--- src/rtl/rcd_pkg.sv ---
package rcd_pkg;

  typedef enum logic [1:0] {
    ST_ARMED = 2'd0,
    ST_PULSE = 2'd1,
    ST_HOLD  = 2'd2
  } rcd_state_e;

  localparam logic [1:0] CFG_OFF = 2'b00;
  localparam logic [1:0] CFG_INV = 2'b01;

endpackage

--- src/rtl/rcd_polarity.sv ---
module rcd_polarity
  import rcd_pkg::*;
(
  input  logic [1:0] cfg,
  input  logic       out_data,
  output logic       pol_valid,
  output logic       pulse_lvl,
  output logic       idle_lvl
);

  always_comb begin
    pol_valid = (cfg != CFG_OFF);
    if (cfg == CFG_INV) begin
      pulse_lvl = out_data;
    end else begin
      pulse_lvl = ~out_data;
    end
    idle_lvl = pol_valid ? ~pulse_lvl : 1'b0;
  end

endmodule

--- src/rtl/rcd_tick_counter.sv ---
module rcd_tick_counter #(
  parameter int W = 8
) (
  input  logic         clk,
  input  logic         rst_n,
  input  logic         clr,
  input  logic         inc,
  output logic [W-1:0] cnt
);

  logic [W-1:0] cnt_nxt;

  always_comb begin
    cnt_nxt = cnt;
    if (clr) begin
      cnt_nxt = '0;
    end else if (inc) begin
      cnt_nxt = cnt + 1'b1;
    end
  end

  always_ff @(posedge clk or negedge rst_n) begin
    if (!rst_n) begin
      cnt <= '0;
    end else if (clr || inc) begin
      cnt <= cnt_nxt;
    end
  end

endmodule

--- src/rtl/rcd_fsm.sv ---
module rcd_fsm
  import rcd_pkg::*;
(
  input  logic       clk,
  input  logic       rst_n,
  input  logic       en,
  input  logic       mismatch,
  input  logic       ack,
  input  logic       pulse_done,
  output rcd_state_e state
);

  rcd_state_e state_nxt;

  always_comb begin
    state_nxt = state;
    if (!en) begin
      state_nxt = ST_ARMED;
    end else begin
      unique case (state)
        ST_ARMED: if (ack)        state_nxt = ST_PULSE;
        ST_PULSE: if (pulse_done) state_nxt = ST_HOLD;
        ST_HOLD:  if (!mismatch)  state_nxt = ST_ARMED;
        default:                  state_nxt = ST_ARMED;
      endcase
    end
  end

  always_ff @(posedge clk or negedge rst_n) begin
    if (!rst_n) begin
      state <= ST_ARMED;
    end else begin
      state <= state_nxt;
    end
  end

endmodule

--- src/rtl/rcd_request_detector.sv ---
module rcd_request_detector
  import rcd_pkg::*;
#(
  parameter int THR_W    = 8,
  parameter int PULSE_US = 80
) (
  input  logic             clk,
  input  logic             rst_n,
  input  logic             us_tick,
  input  logic             line_in,
  input  logic             out_data,
  input  logic [1:0]       cfg,
  input  logic             out_en,
  input  logic             req_en,
  input  logic [THR_W-1:0] det_thr,
  output logic             req_out
);

  localparam int PW_W = $clog2(PULSE_US + 1);
  localparam logic [PW_W-1:0] PW_LAST = PW_W'(PULSE_US - 1);

  logic             pol_valid, pulse_lvl, idle_lvl;
  logic             en, mismatch, ack, pulse_done, pulse_active;
  logic             det_clr, pw_clr;
  logic [THR_W-1:0] det_cnt;
  logic [THR_W:0]   det_sum;
  logic [PW_W-1:0]  pw_cnt;
  logic             lvl_q;
  rcd_state_e       state;

  rcd_polarity u_pol (
    .cfg      (cfg),
    .out_data (out_data),
    .pol_valid(pol_valid),
    .pulse_lvl(pulse_lvl),
    .idle_lvl (idle_lvl)
  );

  assign en       = out_en & req_en & pol_valid;
  assign mismatch = line_in ^ out_data;

  // duration of the current disagreement, in ticks
  assign det_clr = !en || !mismatch || (state != ST_ARMED);
  assign det_sum = {1'b0, det_cnt} + 1'b1;
  assign ack     = en && (state == ST_ARMED) && mismatch && us_tick &&
                   (det_sum >= {1'b0, det_thr});

  rcd_tick_counter #(.W(THR_W)) u_det_cnt (
    .clk  (clk),
    .rst_n(rst_n),
    .clr  (det_clr),
    .inc  (us_tick),
    .cnt  (det_cnt)
  );

  // width of the pulse being emitted, in ticks
  assign pw_clr     = (state != ST_PULSE);
  assign pulse_done = (state == ST_PULSE) && us_tick && (pw_cnt == PW_LAST);

  rcd_tick_counter #(.W(PW_W)) u_pw_cnt (
    .clk  (clk),
    .rst_n(rst_n),
    .clr  (pw_clr),
    .inc  (us_tick),
    .cnt  (pw_cnt)
  );

  rcd_fsm u_fsm (
    .clk       (clk),
    .rst_n     (rst_n),
    .en        (en),
    .mismatch  (mismatch),
    .ack       (ack),
    .pulse_done(pulse_done),
    .state     (state)
  );

  // polarity is frozen for the whole pulse
  always_ff @(posedge clk or negedge rst_n) begin
    if (!rst_n) begin
      lvl_q <= 1'b0;
    end else if (ack) begin
      lvl_q <= pulse_lvl;
    end
  end

  assign pulse_active = en && (state == ST_PULSE);
  assign req_out      = pulse_active ? lvl_q : idle_lvl;

endmodule

--- config.mk ---
export PLATFORM = sky130hd
export DESIGN_NAME = rcd_request_detector
export DESIGN_NICKNAME = d
export VERILOG_FILES = /design/src/rtl/rcd_pkg.sv /design/src/rtl/rcd_polarity.sv /design/src/rtl/rcd_tick_counter.sv /design/src/rtl/rcd_fsm.sv /design/src/rtl/rcd_request_detector.sv
export SDC_FILE = /design/constraint.sdc
export NUM_CORES = 1
export LEC_CHECK = 0
export BUFFER_PORTS_ARGS = -buffer_cell sky130_fd_sc_hd__buf_2
export CORE_MARGIN = 2
export CORE_UTILIZATION = 40
export DETAILED_ROUTE_END_ITERATION = 7
export GPL_ROUTABILITY_DRIVEN = 0
export GPL_TIMING_DRIVEN = 1
export PLACE_DENSITY = 0.7
export SYNTH_ARGS = -nofsm -noshare
export SYNTH_HDL_FRONTEND = slang
export SYNTH_SLANG_ARGS = --single-unit
--- constraint.sdc ---
create_clock -name clk -period 6.1 [get_ports clk]
set_clock_uncertainty 0.1 [all_clocks]
set_input_delay 1.22 -clock clk [delete_from_list [all_inputs] [get_ports clk]]
set_output_delay 1.22 -clock clk [all_outputs]
set_load 0.05 [all_outputs]
==> out/metrics.cfg <==
[critical_path]
path_class=in2out
crit_arrival_ns=2.14
critPathLaunchType=primary input
crit_fanout=4
required_ns=4.78
cp-end-kind=primary output
reg2reg_depth=8

[yosys]
avgSynthCellArea_um2=9.44
ys_seq_elements=18
ys_warn_count=0
synth_fp_nets=156
yosysSeqAreaShare_pct=37.0
synth_area_um2=1220
yosysUniqueCellTypes=32
synthCells=129

[die]
coreArea_um2=2980
die_h_um=59.2
start_util_pct=40.9
rows=20
chipWidth_um=59.2
ioPinCount=18
die_area_um2=3500

[sta]
worst_pin_slew_ns=0.468
relSlewSlack_pct=68.8
period_share_pct=56.7
rsz0062_at_grt=no
setup_tns_ns=0
finalSetupViolCount=0
final-hold-violation-count=0
drv_slew=0
timing.final.crit_period_ns=3.46
fmax_mhz=289

[outcome]
outcome=finished, final reports clean

[power_and_ir_drop]
switching_share_pct=24.1
fin_total_pwr_uw=200
switching_power_uw=48.2
pwr-share-clk_pct=28.3
power_density_nw_per_um2=149
vdd_ir_drop_max_v=0.0000538
p_leak_uw=0.000650
internal_power_uw=152
seqPwrFrac_pct=60.2
pwr-share-comb_pct=11.5

[clock_network]
post_cts_buffers=0
cts_buffer_depth=2
cts_root_buffer=clkbuf_4
cts_sinks=18
cts_hold_buf=0
cts_resized=0
htreeDepth=1
insertion_delay_ns=0.28
tritoncts=yes
cts_buffers=3
clk_pin_slew_ns=0.09

[route]
drt-initial-drc-count=48
drc=0
avgViaCountPerCell=5.42
wl_per_cell_um=12.1
dr.pass1.iters=4
wl_um=2130
drtAntennaViolNets=0
vias=960

[layout]
drive_above_1_share_pct=18.1
fillers=290
syn_to_final_growth_pct=10.3
nNetsFinal=173
diodes=0

[place]
port_buffers=17
dpl.hpwl_um=1700

[run]
drv_cap=0

[global_routing]
grtUsageTotal_pct=13.2
overflow=0
grt_pass1_wl_um=3590
grt_max_degree=19
antenna_found_initial=0
grt_pass1_vias=904

[min_path]
min_path_type=reg2reg
worst_hold_path.num_cells=1

## cells in the mapped netlist, drive strengths merged
cell / number / area share, %
o21ba: 1 / 0.82
nor2: 17 / 5.2
a21o: 2 / 1.2
nand4: 8 / 4.1
clkbuf: 3 / 1.0
a21oi: 5 / 2.1
o21bai: 1 / 0.62
o211ai: 1 / 0.62
mux2i: 3 / 2.5
ha: 10 / 10
xor2: 10 / 7.2
nor2b: 2 / 1.0
inv: 8 / 2.5
a311oi: 1 / 2.2
nand3: 6 / 2.9
xnor2: 9 / 6.5
mux2: 1 / 1.2
dfrtp: 18 / 37
nand2: 8 / 2.7
nand2b: 2 / 1.0
o21ai: 4 / 1.6
or3: 2 / 1.0
buf: 2 / 0.92
a221oi: 1 / 0.72
and3: 3 / 2.4
nor4b: 1 / 0.72
## path summary, 6_finish.rpt
path | slack [ns] | startpoint | endpoint
setup / recovery | 2.64 | cfg[1] | req_out
setup reg to reg | 3.26 | u_det_cnt.cnt[0]$_DFFE_PN0P_ | lvl_q$_DFFE_PN0P_
hold / removal | 0.44 | lvl_q$_DFFE_PN0P_ | lvl_q$_DFFE_PN0P_
max in group asynchronous | 4.88 | rst_n | u_det_cnt.cnt[5]$_DFFE_PN0P_
hold reg to reg | 0.44 | lvl_q$_DFFE_PN0P_ | lvl_q$_DFFE_PN0P_
min in group asynchronous | 0.74 | rst_n | u_pw_cnt.cnt[5]$_DFFE_PN0P_
## sequential cells by signal, indices dropped and copies added (netlist names)
signal	count
lvl_q	1
u_pw_cnt.cnt	7
u_det_cnt.cnt	8
u_fsm.state	2
## stage by stage
step	worst slack (ns)	hold WS (ns)	instances	utilization [%]	area, um2
detailed placement	2.65	0.421	174	44.3	1320
global placement	2.70	0.412	174	44.3	1320
global route	2.57	0.449	177	45.1	1340
floorplan	2.50	0.382	129	-	1220
finish	2.64	0.438	177	45.1	1340
CTS	2.64	0.446	177	45.1	1340
## power by group through the flow
stage / Clock [uW] / Sequential [uW] / Combinational, uW
2_1_floorplan: 0 / 122 / 13.1
3_3_place_gp: 0 / 123 / 22.1
3_5_place_dp: 0 / 123 / 23.4
4_1_cts: 58.6 / 120 / 23.5
5_1_grt: 62.1 / 120 / 25.5
6_report: 56.7 / 120 / 23.0
## cells in the final DEF, fill, tap and decap left out, drive strengths merged
cell type  instances
o21ba              1
mux2i              3
nor2              17
dfrtp             18
ha                10
a311oi             1
o21bai             1
nor2b              2
o211ai             1
nand2b             2
a21oi              5
nand2              8
clkbuf             3
nand3              6
a21o               2
nor4b              1
buf               17
mux2               1
xor2              10
inv                8
o21ai              4
or3                2
xnor2              9
and3               3
a221oi             1
nand4              8
## kinds of logic (layout without fill, tap and decap cells)
family          after synthesis  count (layout)  share of synthesized area, %
compound gates               16              16                          9.87
simple gates                 49              49                          21.1
flops                        18              18                          37.0
buf+inv                      13              28                          4.42
fa+ha+maj                    10              10                          10.3
xor+xnor                     19              19                          13.7
mux                           4               4                          3.70
## per-layer routing
| metal | track usage, % | vias to the layer above | share of wire, % |
|---|---|---|---|
| met5 | 0 | - | 0 |
| met4 | 5.52 | 0 | 1.1 |
| met3 | 0.873 | 2 | 1.7 |
| met2 | 24.6 | 13 | 52 |
| met1 | 15.4 | 469 | 45 |
| li1 | - | 476 | - |
## critical path, stage by stage
cell and delay (ns):
buf_2 0.11, o211ai_1 0.31, nor2_1 0.09, o21ai_1 0.14, buf_2 0.27
## final cells by class
type | instances | area [um2] | share of cell area, %
multi-input cells | 98 | 713 | 53.1
flip-flops and latches | 18 | 450 | 33.6
repair buffers | 17 | 85.1 | 6.34
well taps | 33 | 41.3 | 3.08
inverters | 8 | 30.0 | 2.24
clock buffers | 3 | 22.5 | 1.68
(Power assumes the default switching activity.)
